File: config.mk
export PLATFORM = sky130hd
export DESIGN_NAME = lwt_timer
export DESIGN_NICKNAME = d
export VERILOG_FILES = /design/src/rtl/lwt_pkg.sv /design/src/rtl/lwt_prescaler.sv /design/src/rtl/lwt_channel.sv /design/src/rtl/lwt_bus_decode.sv /design/src/rtl/lwt_timer.sv
export SDC_FILE = /design/constraint.sdc
export NUM_CORES = 1
export LEC_CHECK = 0
export BUFFER_PORTS_ARGS = -buffer_cell sky130_fd_sc_hd__buf_2
export CAP_MARGIN = 10
export CORE_ASPECT_RATIO = 2
export CORE_MARGIN = 4
export CORE_UTILIZATION = 56
export DETAILED_ROUTE_END_ITERATION = 10
export GPL_TIMING_DRIVEN = 0
export PLACE_DENSITY = 0.74
export SYNTH_ARGS = -nofsm -noshare
export SYNTH_HDL_FRONTEND = slang
export SYNTH_SLANG_ARGS = --single-unit
File: constraint.sdc
create_clock -name clk -period 6.3 [get_ports clk]
set_input_delay 0.63 -clock clk [delete_from_list [all_inputs] [get_ports clk]]
set_output_delay 0.63 -clock clk [all_outputs]
set_load 0.03 [all_outputs]
File: src/rtl/lwt_pkg.sv
`timescale 1ns/1ps
package lwt_pkg;
  localparam int WORD_W   = 32;
  localparam int VAL_LSB  = 10;
  localparam int VAL_MSB  = 30;
  localparam int VAL_W    = VAL_MSB - VAL_LSB + 1;
  localparam int FLAG_BIT = 31;
  localparam int ADDR_W   = 3;
  localparam int NUM_CH   = 2;

  typedef logic [VAL_W-1:0]  val_t;
  typedef logic [WORD_W-1:0] word_t;
  typedef logic [ADDR_W-1:0] addr_t;

  // per-channel strobes from the bus decode
  typedef struct packed {
    logic lim_wr;   // any limit load (ordinary or alias)
    logic lim_clr;  // the load came through the ordinary register
    logic rd_clr;   // ordinary limit read: acknowledge
    logic ctl_wr;   // control word write
  } ch_cmd_t;

  localparam word_t RST_LIM_WORD = 32'h009c_4000;

  function automatic val_t val_of(input word_t w);
    return w[VAL_MSB:VAL_LSB];
  endfunction

  function automatic word_t pack_word(input logic flag, input val_t v);
    return {flag, v, {VAL_LSB{1'b0}}};
  endfunction

  localparam val_t RST_LIM_VAL = val_of(RST_LIM_WORD);

  // true when the next step reaches or passes the limit
  function automatic logic hits_limit(input val_t cnt, input val_t lim);
    logic [VAL_W:0] nxt;
    nxt = {1'b0, cnt} + (VAL_W+1)'(1);
    return nxt >= {1'b0, lim};
  endfunction

  function automatic val_t step_count(input val_t cnt, input val_t lim);
    return hits_limit(cnt, lim) ? val_t'(1) : cnt + val_t'(1);
  endfunction

  function automatic addr_t cnt_addr(input int c);
    return addr_t'(2 * c);
  endfunction
  function automatic addr_t lim_addr(input int c);
    return addr_t'(2 * c + 1);
  endfunction
  function automatic addr_t alias_addr(input int c);
    return addr_t'(2 * NUM_CH + c);
  endfunction
  function automatic addr_t ctl_addr(input int c);
    return addr_t'(3 * NUM_CH + c);
  endfunction
endpackage

File: src/rtl/lwt_prescaler.sv
`timescale 1ns/1ps
module lwt_prescaler #(
  parameter int PRESCALE = 50
) (
  input  logic clk,
  input  logic rst_n,
  output logic tick
);
  localparam int PW = (PRESCALE > 1) ? $clog2(PRESCALE) : 1;

  generate
    if (PRESCALE > 1) begin : g_div
      logic [PW-1:0] phase_q;
      logic          last_phase;

      assign last_phase = (phase_q == PW'(PRESCALE - 1));
      assign tick       = last_phase;

      always_ff @(posedge clk) begin
        if (!rst_n)          phase_q <= '0;
        else if (last_phase) phase_q <= '0;
        else                 phase_q <= phase_q + PW'(1);
      end

      // ticks never come back to back when dividing
      assert_tick_spacing_R1: assert property (@(posedge clk) disable iff (!rst_n)
        tick |=> !tick);
    end else begin : g_pass
      assign tick = rst_n;
    end
  endgenerate
endmodule

File: src/rtl/lwt_channel.sv
`timescale 1ns/1ps
module lwt_channel
  import lwt_pkg::*;
#(
  parameter int CTL_W = 4
) (
  input  logic             clk,
  input  logic             rst_n,
  input  logic             tick,
  input  ch_cmd_t          cmd,
  input  val_t             wr_val,
  input  logic [CTL_W-1:0] ctl_wdata,
  output val_t             cnt,
  output val_t             lim,
  output logic             flag,
  output logic [CTL_W-1:0] ctl
);
  val_t             cnt_q;
  val_t             lim_q;
  logic             flag_q;
  logic [CTL_W-1:0] ctl_q;

  // named internal events
  logic enabled;
  logic step_evt;
  logic wrap_evt;
  logic ack_evt;

  assign enabled  = (lim_q != '0);
  assign step_evt = tick && enabled && !cmd.lim_wr;
  assign wrap_evt = step_evt && hits_limit(cnt_q, lim_q);
  assign ack_evt  = (cmd.lim_wr && cmd.lim_clr) || cmd.rd_clr;

  always_ff @(posedge clk) begin
    if (!rst_n) begin
      cnt_q <= '0;
      lim_q <= RST_LIM_VAL;
    end else if (cmd.lim_wr) begin
      cnt_q <= '0;
      lim_q <= wr_val;
    end else if (step_evt) begin
      cnt_q <= step_count(cnt_q, lim_q);
    end
  end

  // a wrap outranks an acknowledge on the same edge
  always_ff @(posedge clk) begin
    if (!rst_n)        flag_q <= 1'b0;
    else if (wrap_evt) flag_q <= 1'b1;
    else if (ack_evt)  flag_q <= 1'b0;
  end

  always_ff @(posedge clk) begin
    if (!rst_n)          ctl_q <= CTL_W'(1);
    else if (cmd.ctl_wr) ctl_q <= ctl_wdata;
  end

  assign cnt  = cnt_q;
  assign lim  = lim_q;
  assign flag = flag_q;
  assign ctl  = ctl_q;

  assert_cnt_in_range_R2: assert property (@(posedge clk) disable iff (!rst_n)
    enabled |-> (cnt_q <= lim_q));

  assert_wrap_restart_R2: assert property (@(posedge clk) disable iff (!rst_n)
    wrap_evt |=> (cnt_q == val_t'(1) && flag_q));

  assert_hold_between_ticks_R1: assert property (@(posedge clk) disable iff (!rst_n)
    (!tick && !cmd.lim_wr) |=> $stable(cnt_q));

  assert_disabled_idle_R9: assert property (@(posedge clk) disable iff (!rst_n)
    (!enabled && !cmd.lim_wr) |=> ($stable(cnt_q) && !$rose(flag_q)));

  assert_alias_keeps_flag_R8: assert property (@(posedge clk) disable iff (!rst_n)
    (flag_q && cmd.lim_wr && !cmd.lim_clr) |=> flag_q);

  assert_read_ack_R6: assert property (@(posedge clk) disable iff (!rst_n)
    (cmd.rd_clr && !wrap_evt) |=> !flag_q);

  assert_wrap_beats_ack_R6: assert property (@(posedge clk) disable iff (!rst_n)
    (cmd.rd_clr && wrap_evt) |=> flag_q);

  assert_load_restart_R7: assert property (@(posedge clk) disable iff (!rst_n)
    cmd.lim_wr |=> (cnt_q == '0 && lim_q == $past(wr_val)));
endmodule

File: src/rtl/lwt_bus_decode.sv
`timescale 1ns/1ps
module lwt_bus_decode
  import lwt_pkg::*;
#(
  parameter int CTL_W = 4
) (
  input  logic                         wr_en,
  input  logic                         rd_en,
  input  addr_t                        addr,
  input  word_t                        wdata,
  input  val_t    [NUM_CH-1:0]         cnt_all,
  input  val_t    [NUM_CH-1:0]         lim_all,
  input  logic    [NUM_CH-1:0]         flag_all,
  input  logic    [NUM_CH-1:0][CTL_W-1:0] ctl_all,
  output ch_cmd_t [NUM_CH-1:0]         cmd_all,
  output val_t                         wr_val,
  output logic    [CTL_W-1:0]          ctl_wdata,
  output word_t                        rdata
);
  logic read_only;
  logic unused_wbits;

  assign read_only    = rd_en && !wr_en;
  assign wr_val       = val_of(wdata);
  assign ctl_wdata    = wdata[CTL_W-1:0];
  assign unused_wbits = ^{wdata[FLAG_BIT], wdata[VAL_LSB-1:0]};

  generate
    for (genvar c = 0; c < NUM_CH; c++) begin : g_ch
      logic hit_lim;
      logic hit_alias;
      assign hit_lim   = (addr == lim_addr(c));
      assign hit_alias = (addr == alias_addr(c));

      assign cmd_all[c].lim_wr  = wr_en && (hit_lim || hit_alias);
      assign cmd_all[c].lim_clr = wr_en && hit_lim;
      assign cmd_all[c].rd_clr  = read_only && hit_lim;
      assign cmd_all[c].ctl_wr  = wr_en && (addr == ctl_addr(c));
    end
  endgenerate

  always_comb begin
    rdata = '0;
    for (int c = 0; c < NUM_CH; c++) begin
      if (addr == cnt_addr(c))
        rdata = pack_word(flag_all[c], cnt_all[c]);
      if (addr == lim_addr(c) || addr == alias_addr(c))
        rdata = pack_word(flag_all[c], lim_all[c]);
      if (addr == ctl_addr(c))
        rdata = {{(WORD_W-CTL_W){1'b0}}, ctl_all[c]};
    end
  end

  logic [3*NUM_CH-1:0] strobes;
  always_comb begin
    for (int c = 0; c < NUM_CH; c++) begin
      strobes[3*c]   = cmd_all[c].lim_wr;
      strobes[3*c+1] = cmd_all[c].rd_clr;
      strobes[3*c+2] = cmd_all[c].ctl_wr;
    end
  end

  // one access reaches at most one register of one channel
  always_comb begin
    assert_one_target_R11: assert ($onehot0(strobes));
  end
endmodule

File: src/rtl/lwt_timer.sv
`timescale 1ns/1ps
module lwt_timer
  import lwt_pkg::*;
#(
  parameter int PRESCALE = 50,
  parameter int CTL_W    = 4
) (
  input  logic        clk,
  input  logic        rst_n,
  input  logic        wr_en,
  input  logic        rd_en,
  input  logic [2:0]  addr,
  input  logic [31:0] wdata,
  output logic [31:0] rdata,
  output logic        irq_a,
  output logic        irq_b
);
  logic                          tick;
  ch_cmd_t [NUM_CH-1:0]          cmd_all;
  val_t    [NUM_CH-1:0]          cnt_all;
  val_t    [NUM_CH-1:0]          lim_all;
  logic    [NUM_CH-1:0]          flag_all;
  logic    [NUM_CH-1:0][CTL_W-1:0] ctl_all;
  val_t                          wr_val;
  logic    [CTL_W-1:0]           ctl_wdata;

  lwt_prescaler #(.PRESCALE(PRESCALE)) u_pre (
    .clk   (clk),
    .rst_n (rst_n),
    .tick  (tick)
  );

  lwt_bus_decode #(.CTL_W(CTL_W)) u_dec (
    .wr_en     (wr_en),
    .rd_en     (rd_en),
    .addr      (addr),
    .wdata     (wdata),
    .cnt_all   (cnt_all),
    .lim_all   (lim_all),
    .flag_all  (flag_all),
    .ctl_all   (ctl_all),
    .cmd_all   (cmd_all),
    .wr_val    (wr_val),
    .ctl_wdata (ctl_wdata),
    .rdata     (rdata)
  );

  generate
    for (genvar c = 0; c < NUM_CH; c++) begin : g_chan
      lwt_channel #(.CTL_W(CTL_W)) u_ch (
        .clk       (clk),
        .rst_n     (rst_n),
        .tick      (tick),
        .cmd       (cmd_all[c]),
        .wr_val    (wr_val),
        .ctl_wdata (ctl_wdata),
        .cnt       (cnt_all[c]),
        .lim       (lim_all[c]),
        .flag      (flag_all[c]),
        .ctl       (ctl_all[c])
      );
    end
  endgenerate

  assign irq_a = flag_all[0];
  assign irq_b = flag_all[1];

  assert_irq_sticky_R5: assert property (@(posedge clk) disable iff (!rst_n)
    (irq_a && !(rd_en && !wr_en && addr == 3'd1) && !(wr_en && addr == 3'd1)) |=> irq_a);
endmodule

## Word level (Yosys, flattened, before mapping)

Cells that the tools add are included.

| operators by class | value |
|---|---|
| reductions and logical operators | 32 |
| eq/ne operators | 8 |
| bitwise logic cells | 1 |
| magnitude comparators | 2 |
| add/subtract/negate cells | 5 |
| mux-type cells | 12 |

Operator list:

| operator | count |
|---|---|
| $mux 32 | 6 |
| $add 21x1->22 const B | 2 |
| $ge 22x21->1 | 2 |
| $add 21x1->21 const B | 2 |
| $mux 21 | 2 |
| $reduce_bool 21->1 | 2 |
| $logic_and 1x1->1 | 17 |
| $eq 3x3->1 const B | 4 |
| $add 6x1->6 const B | 1 |
| $eq 3x2->1 const B | 2 |
| $eq 6x6->1 const B | 1 |
| $reduce_or 2->1 | 3 |
| $logic_or 1x1->1 | 4 |
| $mux 1 | 4 |
| $reduce_bool 2->1 | 2 |
| $eq 3x1->1 const B | 1 |
| $logic_not 1->1 | 3 |
| $logic_not 3->1 | 1 |
| $not 1->1 | 1 |

| storage, ports and cells | value |
|---|---|
| register bits | 100 |
| output and inout port bits | 34 |
| logic and storage cells | 69 |
| bits of input ports | 39 |

## Longest topological paths before layout

Gate-level depths: netlist (run 1).

| depth | value |
|---|---|
| depth in word-level cells | 7 |
| depth in mapped cells | 14 |
| mapped depth without buffers | 12 |

## Modules after synthesis

Synthesis (run 1) repeated with hierarchy kept, for this count alone.

| unflattened totals | value |
|---|---|
| cell total of the unflattened synthesis | 908 |
| area total of the unflattened synthesis | 7512.2 sq um |

Modules (own cells, without submodules):

| module | sequential area each (sq um) | times used | cells an instance | area an instance (sq um) |
|---|---|---|---|---|
| lwt_channel (g_chan[0].u_ch) | 940.9 | 1 | 342 | 2947.8 |
| lwt_channel (g_chan[1].u_ch) | 940.9 | 1 | 351 | 2942.8 |
| lwt_bus_decode | 0.0 | 1 | 187 | 1342.5 |
| lwt_prescaler | 120.1 | 1 | 28 | 279.0 |

## Worst setup path before layout (run 1)

No wires, ideal clock.

| timing | value |
|---|---|
| path kind | register to register |
| from | reg g_chan[0].u_ch.cnt_q[0] |
| to | reg g_chan[0].u_ch.cnt_q[13] |
| setup time | 0.116 ns |
| path buffers | 1 |
| setup slack | 2.995 ns |
| clock period less this slack | 3.305 ns |
| cell stages (with the launch flop) | 14 |
| arrival | 3.189 ns |
| required time | 6.184 ns |
| cell sequence | dfxtp_1 -> ha_1 -> nand3_4 -> nor3_4 -> nand4_1 -> xnor2_1 -> ha_1 -> nand2_1 -> or4_1 -> nor3_1 -> and2_1 -> buf_2 -> a211oi_1 -> a31o_2 |

| on the way | value |
|---|---|
| longest elaborated chain between the ends | 3 |
| elaborated cells between the ends (all ways) | 4 |
| those cells by class | add/sub: 2; order compare: 1; mux: 1 |

RTL lines:

| element | line | source |
|---|---|---|
| from (decl) | lwt_channel.sv:18 | `val_t cnt_q;` |
| from (signal assigned) | lwt_channel.sv:42 | `cnt_q <= step_count(cnt_q, lim_q);` |
| $add 21x1->22 | lwt_pkg.sv:38 | `nxt = {1'b0, cnt} + (VAL_W+1)'(1);` |
| $ge 22x21->1 | lwt_pkg.sv:39 | `return nxt >= {1'b0, lim};` |
| $mux 21 (*) | lwt_pkg.sv:43 | `return hits_limit(cnt, lim) ? val_t'(1) : cnt + val_t'(1);` |

Mark *: on every way between the ends. The rest lies on a longest branch, timed or not.
A chain may end at the register's enable or synchronous reset.

## Final worst setup path (run 1)

| timing | value |
|---|---|
| from | reg g_chan[1].u_ch.cnt_q[0] |
| to | reg g_chan[1].u_ch.cnt_q[16] |

| on the way | value |
|---|---|
| longest elaborated chain between the ends | 3 |
| elaborated cells between the ends (all ways) | 4 |
| those cells by class | add/sub: 2; order compare: 1; mux: 1 |

RTL lines:

| element | line |
|---|---|
| from (decl) | lwt_channel.sv:18 |
| from (signal assigned) | lwt_channel.sv:42 |
| $add 21x1->22 | lwt_pkg.sv:38 |
| $ge 22x21->1 | lwt_pkg.sv:39 |
| $mux 21 (*) | lwt_pkg.sv:43 |

Marked as above.

==> results of run 1 <==
==> worst min path at each step <==
stage | start | to | slack [ns] | cells past startpoint
4_1_cts | u_pre.g_div.phase_q[0] | u_pre.g_div.phase_q[0] | 0.48 | 1
2_1_floorplan | u_pre.g_div.phase_q[0] | u_pre.g_div.phase_q[0] | 0.43 | 1
3_5_place_dp | u_pre.g_div.phase_q[0] | u_pre.g_div.phase_q[0] | 0.47 | 1
5_1_grt | wdata[0] | g_chan[1].u_ch.ctl[0] | 0.51 | 3
6_report | u_pre.g_div.phase_q[0] | u_pre.g_div.phase_q[0] | 0.48 | 1
3_3_place_gp | u_pre.g_div.phase_q[0] | u_pre.g_div.phase_q[0] | 0.44 | 1
==> power groups by stage <==
| stage | Combinational, W | Clock (W) | Sequential, W |
|---|---|---|---|
| global placement | 0.000207 | 0 | 0.000677 |
| CTS | 0.000210 | 0.000612 | 0.000662 |
| floorplan | 0.000142 | 0 | 0.000671 |
| finish | 0.000213 | 0.000614 | 0.000663 |
| detailed placement | 0.000209 | 0 | 0.000677 |
| global route | 0.000229 | 0.000643 | 0.000664 |
==> kinds of logic (layout without fill, tap and decap cells) <==
| family | after synthesis | after routing |
|---|---|---|
| and+or+nand+nor | 426 | 426 |
| AOI/OAI and AO/OA | 207 | 207 |
| buffers and inverters | 135 | 206 |
| DFF | 100 | 100 |
| adders and majority gates | 46 | 46 |
| xor gates and xnor gates | 41 | 41 |
| muxes | 24 | 24 |
| other | 1 | 6 |
==> cell usage in the layout (no fill, tap or decap), drive strengths merged, types with 3 or more instances in the layout <==
master,count
nor3,29
inv,56
nand4,60
and4,3
o211ai,14
buf,90
conb,6
nor4,25
xnor2,28
and3,22
nand3,59
nor2b,16
a31oi,4
nor2,50
nand2,123
xor2,13
a31o,9
a211oi,20
o31ai,12
mux2i,24
a21o,6
a22oi,21
a21oi,82
o22ai,10
o311ai,3
clkbuf,58
dfxtp,100
ha,46
nand2b,5
o21a,3
and2,10
o21ai,14
or3,4
or4,10
==> layer usage <==
metal  GRT usage, %  vias up  routed length (µm)
met3           3.59      114                1140
met5              0        -                   0
met1           33.5     3614                8570
li1               -     3706                   -
met2           58.0      342               12600
met4           25.6        0                2050
==> sequential cells by signal, indices dropped and copies added, names as in the netlist <==
| register | count |
|---|---|
| g_chan.u_ch.cnt | 42 |
| g_chan.u_ch.flag | 2 |
| g_chan.u_ch.lim | 42 |
| g_chan.u_ch.ctl | 8 |
| u_pre.g_div.phase_q | 6 |
==> per-stage QoR <==
step / total power [W] / setup slack (ns) / cell area [µm²] / hold WS, ns / cells
final: 0.00149 / 1.99 / 8160 / 0.479 / 1208
after global routing: 0.00154 / 1.62 / 8160 / 0.513 / 1208
after CTS: 0.00148 / 2.11 / 8160 / 0.485 / 1208
after detailed placement: 0.000887 / 2.15 / 7840 / 0.467 / 1192
after global placement: 0.000884 / 2.17 / 7840 / 0.444 / 1192
after floorplan: 0.000813 / 2.99 / 7380 / 0.433 / 985
==> final cells by class <==
type / count / area share (%)
Inverter: 52 / 2.39
Sequential cell: 100 / 24.5
Tap cell: 152 / 2.33
Multi-Input combinational cell: 750 / 58.9
Clock inverter: 6 / 0.936
Clock buffer: 10 / 2.93
Buffer: 83 / 4.57
Timing Repair Buffer: 55 / 3.37
==> worst max-delay path, cell delays in order (launching register included) <==
cell and delay, ns:
dfxtp_1 0.50, ha_1 0.27, and3_1 0.16, clkbuf_1 0.30, nand4_1 0.32, or3_1 0.42
nand2_1 0.09, ha_1 0.23, nand2_1 0.06, o21ai_0 0.10, o311ai_1 0.98, clkbuf_1 0.54
nand4_1 0.17, nand3_1 0.12
==> results by group, run 1 <==
Timing
  – Least-Margin Pin Slew: between 1 and 1.5 ns
  – Relative slew margins: approximately 22%
  – RSZ-0062 raised after global routing: false
  – Worst Skew: around 0.011 ns
  – Endpoints failing setup: 0
  – Final worst path period share: between 60 and 70%
  – Fmax: between 0.2 and 0.25 GHz
  – Setup TNS: 0 ns
  – Final hold violation count: 0
  – Slew Viols, Final: 0
  – Post-layout minimum cycle time: between 4 and 5 ns

Global routing
  – Vias in the first global route: roughly 7700
  – GRT overflow: 0
  – First-pass GRT wire length: about 38000 µm
  – Total GRT Usage: around 33%
  – Initial antenna violation count: 1
  – Largest net degree at the start of global routing: 19

Final layout
  – Fillers: ~1200
  – Layout Nets: about 1100
  – Area grow syn2layout: 10.9%
  – Antenna Diode Count: 0
  – Util after Layout: 63.1%
  – FF/Latch Area: between 2000 and 2500 µm²
  – Multi-input logic area: roughly 4800 µm²
  – Share of post-route cells with drive strength above 1: about an eighth

Power and ir drop
  – P_int: 0.00104 W
  – Switching share of power: around 30%
  – Pwr per Cell Area: between 150 and 200 nW/µm²
  – Maximum vdd drop: approximately 0.14 mV
  – Leak Pwr: between 3 and 4 nW
  – P_sw: ~0.00045 W
  – Flop pwr share: between 40% and 50%
  – Clk pwr share: about two fifths
  – Logic pwr share: roughly 14%

Floorplan
  – Rows: 59
  – Starting density of the core: a little under three fifths
  – DIE WIDTH: 89.1 µm
  – Ports: 73
  – Die area: 15100 µm²
  – DIE HEIGHT: 170 µm
  – Core Box Area: approximately 13000 µm²

Synth
  – Simple-gate share of the synthesized area: ~31%
  – Dominant cell type by area after synthesis: dfxtp_1
  – Flops & latches, synth: 100
  – Yosys top cell area share: a little over a quarter
  – Synth Area in XOR/XNOR: roughly 4.9%
  – Largest cells by area after synthesis: dfxtp_1, ha_1, nand2_1
  – Dominant cell by count in the synthesized netlist: nand2_1
  – EDFF count, synth: 0
  – Top post-synthesis cells by count: nand2_1, dfxtp_1, a21oi_1, nand4_1, nand3_1
  – Sequential area share after synthesis: approximately 27%
  – Post-Synthesis Cells: around 1000
  – Netlist cell types: between 60 and 70
  – Post-Synth Adder-Cell Area: about 8%
  – Post-synthesis cell area: around 7400 µm²
  – Main synth FF type: dfxtp_1
  – Multiplexer share of the synthesized area: ~3.3%
  – Synth Area per Inst: approximately 7.5 µm²
  – Warnings, synthesis: 0
  – Largest family of logic cells by synthesized area: simple AND/OR/NAND/NOR gates
  – Ys async rst share: 0%
  – Compound-gate portion of the synthesized area: between 10% and 20%

Worst setup path
  – Largest fanout on the critical path: 10
  – Critical Path End: g_chan[1].u_ch.cnt[16]
  – Reg-to-Reg Start: g_chan[1].u_ch.cnt[0]
  – Arrival time at the worst endpoint: around 4.6 ns
  – Crit path from: g_chan[1].u_ch.cnt[0]
  – R2r setup slk: 1.99 ns
  – CP startpoint kind: flip-flop
  – Reg2reg end: g_chan[1].u_ch.cnt[16]
  – Crit path kind: reg -> reg
  – Worst R2R Path Depth: 13
  – Setup crit end kind: flip-flop
  – CP required: around 6.6 ns

Placed design
  – Buffers on Ports: 55
  – Detailed placement HPWL: 19400 µm
  – GPL Wtd Cong: about 0.97

CTS
  – Clock buffer depth: 2
  – Clk root buf: clkbuf_16
  – CTS buffer count: 9
  – CTS sink count: 100
  – Worst-path clk slew: about 0.08 ns
  – Post-CTS setup buffers: 0
  – CTS H-tree lvls: 3
  – CTS tree: built
  – Hold-fix buffers at CTS: 0
  – Post-CTS sizing: 0
  – Clk_lat worst skew: 0.36 ns

Route
  – WL/cell: around 20 µm
  – Detail Route Antenna Nets: 0
  – DRC viols: 0
  – Via-to-Cell Ratio: approximately 6.4
  – Via Count: just under 8000
  – 1st-pass router iterations: 5
  – Iter 0 DRT Violations: 530
  – Final WL: between 20000 and 25000 µm

Job
  – Max_cap viols: 0

Hold path
  – Worst Hold Class: reg -> reg

Status
  – Status: finished clean
Power figures use the tool's default switching activity.
==> inputs of run 2 (changes only) <==
- clock period: 6.3 -> 4.4 ns (I/O delays scaled with it)
==> results by group, run 2 (synthesis gave the netlist of run 1 again) <==
Power and ir drop
  – Leak Pwr: ~3.3 nW
  – Pwr per Cell Area: roughly 260 nW/µm²
  – Maximum vdd drop: ~0.21 mV

Timing
  – Worst Skew: 0.0105 ns
  – Final hold violation count: 0
  – Setup TNS: 0 ns
  – RSZ-0062 raised after global routing: false
  – Hold Slack: 0.314 ns
  – Least-Margin Pin Slew: roughly 0.93 ns
  – Slew Viols, Final: 0
  – Relative slew margins: 37.9%
  – Fmax: 0.244 GHz
  – Post-layout minimum cycle time: ~4.1 ns
  – Endpoints failing setup: 0
  – Final worst path period share: roughly 93%

Floorplan
  – Die area: 15100 µm²
  – DIE HEIGHT: between 150 and 200 µm
  – Starting density of the core: ~57%
  – Core Box Area: roughly 13000 µm²
  – DIE WIDTH: slightly below 90 µm
  – Rows: 59
  – Ports: 73

Final layout
  – Util after Layout: a little over three fifths
  – Multi-input logic area: roughly 4800 µm²
  – Fillers: 1225
  – Most common cell after layout, fill and taps aside: nand2_1
  – FF/Latch Area: roughly 2000 µm²
  – Share of post-route cells with drive strength above 1: ~12%
  – Layout Nets: about 1100
  – Antenna Diode Count: 0
  – Commonest cells after routing, fill and taps aside: nand2_1, dfxtp_1, a21oi_1
  – Area grow syn2layout: 11.0%

Placed design
  – Buffers on Ports: 55
  – Detailed placement HPWL: around 19000 µm
  – GPL Wtd Cong: ~0.97

Global routing
  – Total GRT Usage: between 30% and 40%
  – Vias in the first global route: between 7000 and 8000
  – Largest net degree at the start of global routing: 19
  – GRT overflow: 0
  – First-pass GRT wire length: approximately 38000 µm
  – Initial antenna violation count: 1

Worst setup path
  – Crit-path cells: nand4_2 -> nor4_1 -> nand3_1 -> o21ai_0 -> nand2_1 -> ha_1 -> nand2_1 -> or4_1 -> nor3_1 -> and2_1 -> buf_2 -> a211oi_1 -> a31o_2
  – R2r setup slk: 0.30 ns
  – Buffers & Inverters on Critical Path: 1
  – CP required: between 4 and 5 ns
  – Setup crit end kind: flip-flop
  – Cell mode on critical path: nand2_1
  – Reg-to-Reg Start: g_chan[0].u_ch.cnt[0]
  – CP top delay family: simple AND/OR/NAND/NOR gates
  – Crit path kind: reg -> reg
  – Slowest CP cell: or4_1
  – Arrival time at the worst endpoint: 4.35 ns
  – CP startpoint kind: flip-flop
  – Reg2reg end: g_chan[0].u_ch.cnt[4]
  – Max incr delay on CP: ~0.64 ns
  – Largest fanout on the critical path: 10
  – Worst R2R Path Depth: 13

CTS
  – Clk_lat worst skew: between 0.3 and 0.4 ns
  – Clock buffer depth: 2
  – CTS buffer count: 9
  – Clk root buf: clkbuf_16
  – CTS sink count: 100
  – CTS tree: built
  – Worst-path clk slew: approximately 0.08 ns
  – CTS H-tree lvls: 3

Route
  – Via Count: ~7700
  – Iter 0 DRT Violations: approximately 560
  – Final WL: between 20000 and 25000 µm
  – DRC viols: 0
  – Detail Route Antenna Nets: 0
  – WL/cell: about 20 µm
  – 1st-pass router iterations: 5
  – Via-to-Cell Ratio: 6.38

Hold path
  – Hold endpoint: g_chan[1].u_ch.ctl[0]
  – WHS Path Cells: 3
  – Min-delay src: wdata[0]
  – Worst Hold Class: in -> reg

Job
  – Max_cap viols: 0

Status
  – Status: finished clean
-- run 2: cell counts in the layout (fill, tap and decap cells not counted) --
No cell type changed its count.
-- run 2: layout make-up --
class	count	share of cell area (%)
Clock inverter	6	0.934
Sequential cell	100	24.5
Clock buffer	10	2.93
Tap cell	152	2.33
Inverter	52	2.39
Buffer	83	4.56
Timing Repair Buffer	55	3.37
Multi-Input combinational cell	750	59.0
-- run 2: worst max path at each step --
| stage | cells past startpoint | slack, ns | end | startpoint |
|---|---|---|---|---|
| after floorplan | 13 | 1.09 | g_chan[0].u_ch.cnt[13] | g_chan[0].u_ch.cnt[0] |
| after detailed placement | 13 | 0.25 | g_chan[1].u_ch.cnt[16] | g_chan[1].u_ch.cnt[0] |
| final | 13 | 0.30 | g_chan[0].u_ch.cnt[4] | g_chan[0].u_ch.cnt[0] |
| after global placement | 13 | 0.27 | g_chan[1].u_ch.cnt[19] | g_chan[1].u_ch.cnt[0] |
| after CTS | 13 | 0.21 | g_chan[1].u_ch.cnt[16] | g_chan[1].u_ch.cnt[0] |
| after global routing | 13 | 0.03 | g_chan[0].u_ch.cnt[0] | g_chan[0].u_ch.cnt[0] |
-- run 2: stage by stage --
step | total power [W] | cells | cell area [µm²] | setup WS (ns)
2_1_floorplan | 0.00116 | 985 | 7380 | 1.09
3_3_place_gp | 0.00127 | 1192 | 7840 | 0.273
3_5_place_dp | 0.00127 | 1192 | 7840 | 0.248
4_1_cts | 0.00213 | 1208 | 8160 | 0.209
5_1_grt | 0.00220 | 1208 | 8170 | 0.0265
6_report | 0.00214 | 1208 | 8170 | 0.302
-- run 2: worst register-to-register path: stages (launching register included) --
cell      delay [ns]
dfxtp_1         0.49
nand4_2         0.24
nor4_1          0.44
nand3_1         0.28
o21ai_0         0.29
nand2_1         0.09
ha_1            0.28
nand2_1         0.08
or4_1           0.65
nor3_1          0.26
and2_1          0.30
buf_2           0.30
a211oi_1        0.07
a31o_2          0.21
-- run 2: power breakdown --
part / leakage (nW) / total [W] / internal [W] / switching, W
registers: 0.810 / 0.000949 / 0.000925 / 0.0000238
logic: 2.36 / 0.000306 / 0.0000927 / 0.000213
clock network: 0.156 / 0.000882 / 0.000469 / 0.000412
total: 3.33 / 0.00214 / 0.00149 / 0.000649
-- run 2: per-layer routing --
layer  global-route usage [%]  vias up  routed length [µm]
met3                     3.59      109                 998
li1                         -     3705                   -
met5                        0        -                   0
met1                     33.5     3590                8780
met4                     25.6        0                2010
met2                     58.0      305               12600
-- run 2: repair_timing --
item / CTS / global route
endpoints found under the setup margin: 0 / 16
resized for setup: 0 / 2
setup buffers: 0 / 0
hold buffers: 0 / 0
==> inputs of run 3 (changes only) <==
- CORE_UTILIZATION: 56 -> 61
- PLACE_DENSITY: 0.74 -> 0.8
==> results by group, run 3 (synthesis gave the netlist of run 1 again) <==
Timing
  – Final hold violation count: 0
  – Relative slew margins: a little under two fifths
  – Final worst path period share: between 90% and 100%
  – Worst Skew: 0.0130 ns
  – Setup ws final: between 0.2 and 0.3 ns
  – Post-layout minimum cycle time: just over 4 ns
  – RSZ-0062 raised after global routing: false
  – Fmax: 0.243 GHz
  – Slew Viols, Final: 0
  – Least-Margin Pin Slew: 0.923 ns
  – Endpoints failing setup: 0
  – Hold Slack: slightly above 0.3 ns
  – Setup TNS: 0 ns

Worst setup path
  – Setup crit end kind: flip-flop
  – Arrival time at the worst endpoint: approximately 4.4 ns
  – Crit path kind: reg -> reg
  – CP startpoint kind: flip-flop
  – Largest fanout on the critical path: 10
  – CP required: roughly 4.7 ns

Global routing
  – Largest net degree at the start of global routing: 19
  – Total GRT Usage: roughly a third
  – GRT overflow: 0
  – First-pass GRT wire length: about 38000 µm
  – Vias in the first global route: a little under 8000
  – Initial antenna violation count: 0

Final layout
  – Area grow syn2layout: 10.6%
  – Commonest cells after routing, fill and taps aside: nand2_1, dfxtp_1, a21oi_1
  – Antenna Diode Count: 0
  – Most common cell after layout, fill and taps aside: nand2_1
  – Layout Cells excl Fill: roughly 1200
  – Layout Nets: approximately 1100
  – Share of post-route cells with drive strength above 1: 12.0%

Floorplan
  – Rows: between 50 and 60
  – DIE WIDTH: about 86 µm
  – Starting density of the core: 62.5%
  – Die area: 14000 µm²
  – Core Box Area: 11800 µm²
  – DIE HEIGHT: approximately 160 µm
  – Ports: 73

Placed design
  – Detailed placement HPWL: between 15000 and 20000 µm
  – GPL Wtd Cong: around 0.98
  – Buffers on Ports: 55
  – Pre-CTS WS: approximately 0.27 ns
  – Post-Place Cells: roughly 1200

CTS
  – CTS H-tree lvls: 3
  – CTS tree: built
  – Worst-path clk slew: 0.08 ns
  – Clock buffer depth: 2
  – CTS sink count: 100
  – Clk root buf: clkbuf_16
  – CTS buffer count: 9
  – Clk_lat worst skew: ~0.37 ns
  – Post-CTS setup buffers: 0

Route
  – Via Count: just under 8000
  – Detail Route Antenna Nets: 0
  – Final WL: approximately 24000 µm
  – Via-to-Cell Ratio: about 6.4
  – Iter 0 DRT Violations: 639
  – WL/cell: roughly 20 µm
  – 1st-pass router iterations: 6
  – DRC viols: 0

Status
  – Status: finished clean

Power and ir drop
  – Leak Pwr: between 3 and 4 nW
  – Maximum vdd drop: ~0.21 mV
  – Pwr per Cell Area: about 250 nW/µm²

Hold path
  – Worst Hold Class: in -> reg

Job
  – Max_cap viols: 0
-- run 3: cell count changes in the layout (fill, tap and decap cells not counted) --
cell,before,now
clkinv_4,1,3
bufinv_16,1,0
inv_6,3,2
nor2_1,49,50
nor2_2,1,0
nor4_1,23,22
nor4_2,1,2
-- run 3: metrics by stage --
step	total power (W)	cell area (µm²)	util, %
after global routing	0.00213	8140	69.2
after CTS	0.00206	8130	69.0
after global placement	0.00126	7830	66.5
final	0.00207	8140	69.2
after floorplan	0.00116	7380	-
after detailed placement	0.00127	7830	66.5
-- run 3: worst paths after layout --
kind / from / to / slack (ns) / depth (start not counted)
worst min register to register: u_pre.g_div.phase_q[0] / u_pre.g_div.phase_q[0] / 0.47 / 1
worst min-delay path: wdata[0] / g_chan[1].u_ch.ctl[0] / 0.30 / 3
worst max-delay path: g_chan[0].u_ch.cnt[0] / g_chan[0].u_ch.cnt[9] / 0.28 / 13
worst max register to register: g_chan[0].u_ch.cnt[0] / g_chan[0].u_ch.cnt[9] / 0.28 / 13
-- run 3: area by class of cell --
| type | count | area [µm²] |
|---|---|---|
| clock buffer | 10 | 239 |
| multi-input combinational | 750 | 4820 |
| clock inverter | 6 | 55.1 |
| buffer | 83 | 373 |
| fill | 1096 | 3630 |
| tap | 145 | 181 |
| sequential | 100 | 2000 |
| inverter | 52 | 195 |
| timing repair buffer | 55 | 275 |
-- run 3: repair_timing --
action	4_1_cts	5_1_grt
gates resized for setup	0	2
setup endpoints to repair	0	23
hold buffers	0	0
-- run 3: report_power, final --
group | leakage [nW] | internal [W] | switching, W | total [W]
combinational | 2.36 | 0.0000925 | 0.000213 | 0.000306
sequential | 0.810 | 0.000925 | 0.0000236 | 0.000949
clock | 0.146 | 0.000411 | 0.000406 | 0.000818
total | 3.31 | 0.00143 | 0.000643 | 0.00207
-- run 3: critical path, stage by stage, from the launching register on --
cell,delay [ns]
dfxtp_1,0.49
ha_1,0.30
nand3_4,0.15
nor3_4,0.46
nand4_1,0.18
xnor2_1,0.20
ha_1,0.33
nand3_1,0.09
or4_1,0.61
nor3_1,0.27
and2_1,0.31
buf_2,0.31
a211oi_1,0.08
a31o_2,0.21
-- run 3: metal layers --
metal / global-route usage (%) / up-vias / routed length [µm]
met5: 0 / - / 0
met4: 27.6 / 0 / 1950
met3: 4.49 / 129 / 1140
met2: 61.8 / 355 / 12400
met1: 35.5 / 3557 / 8570
li1: - / 3698 / -
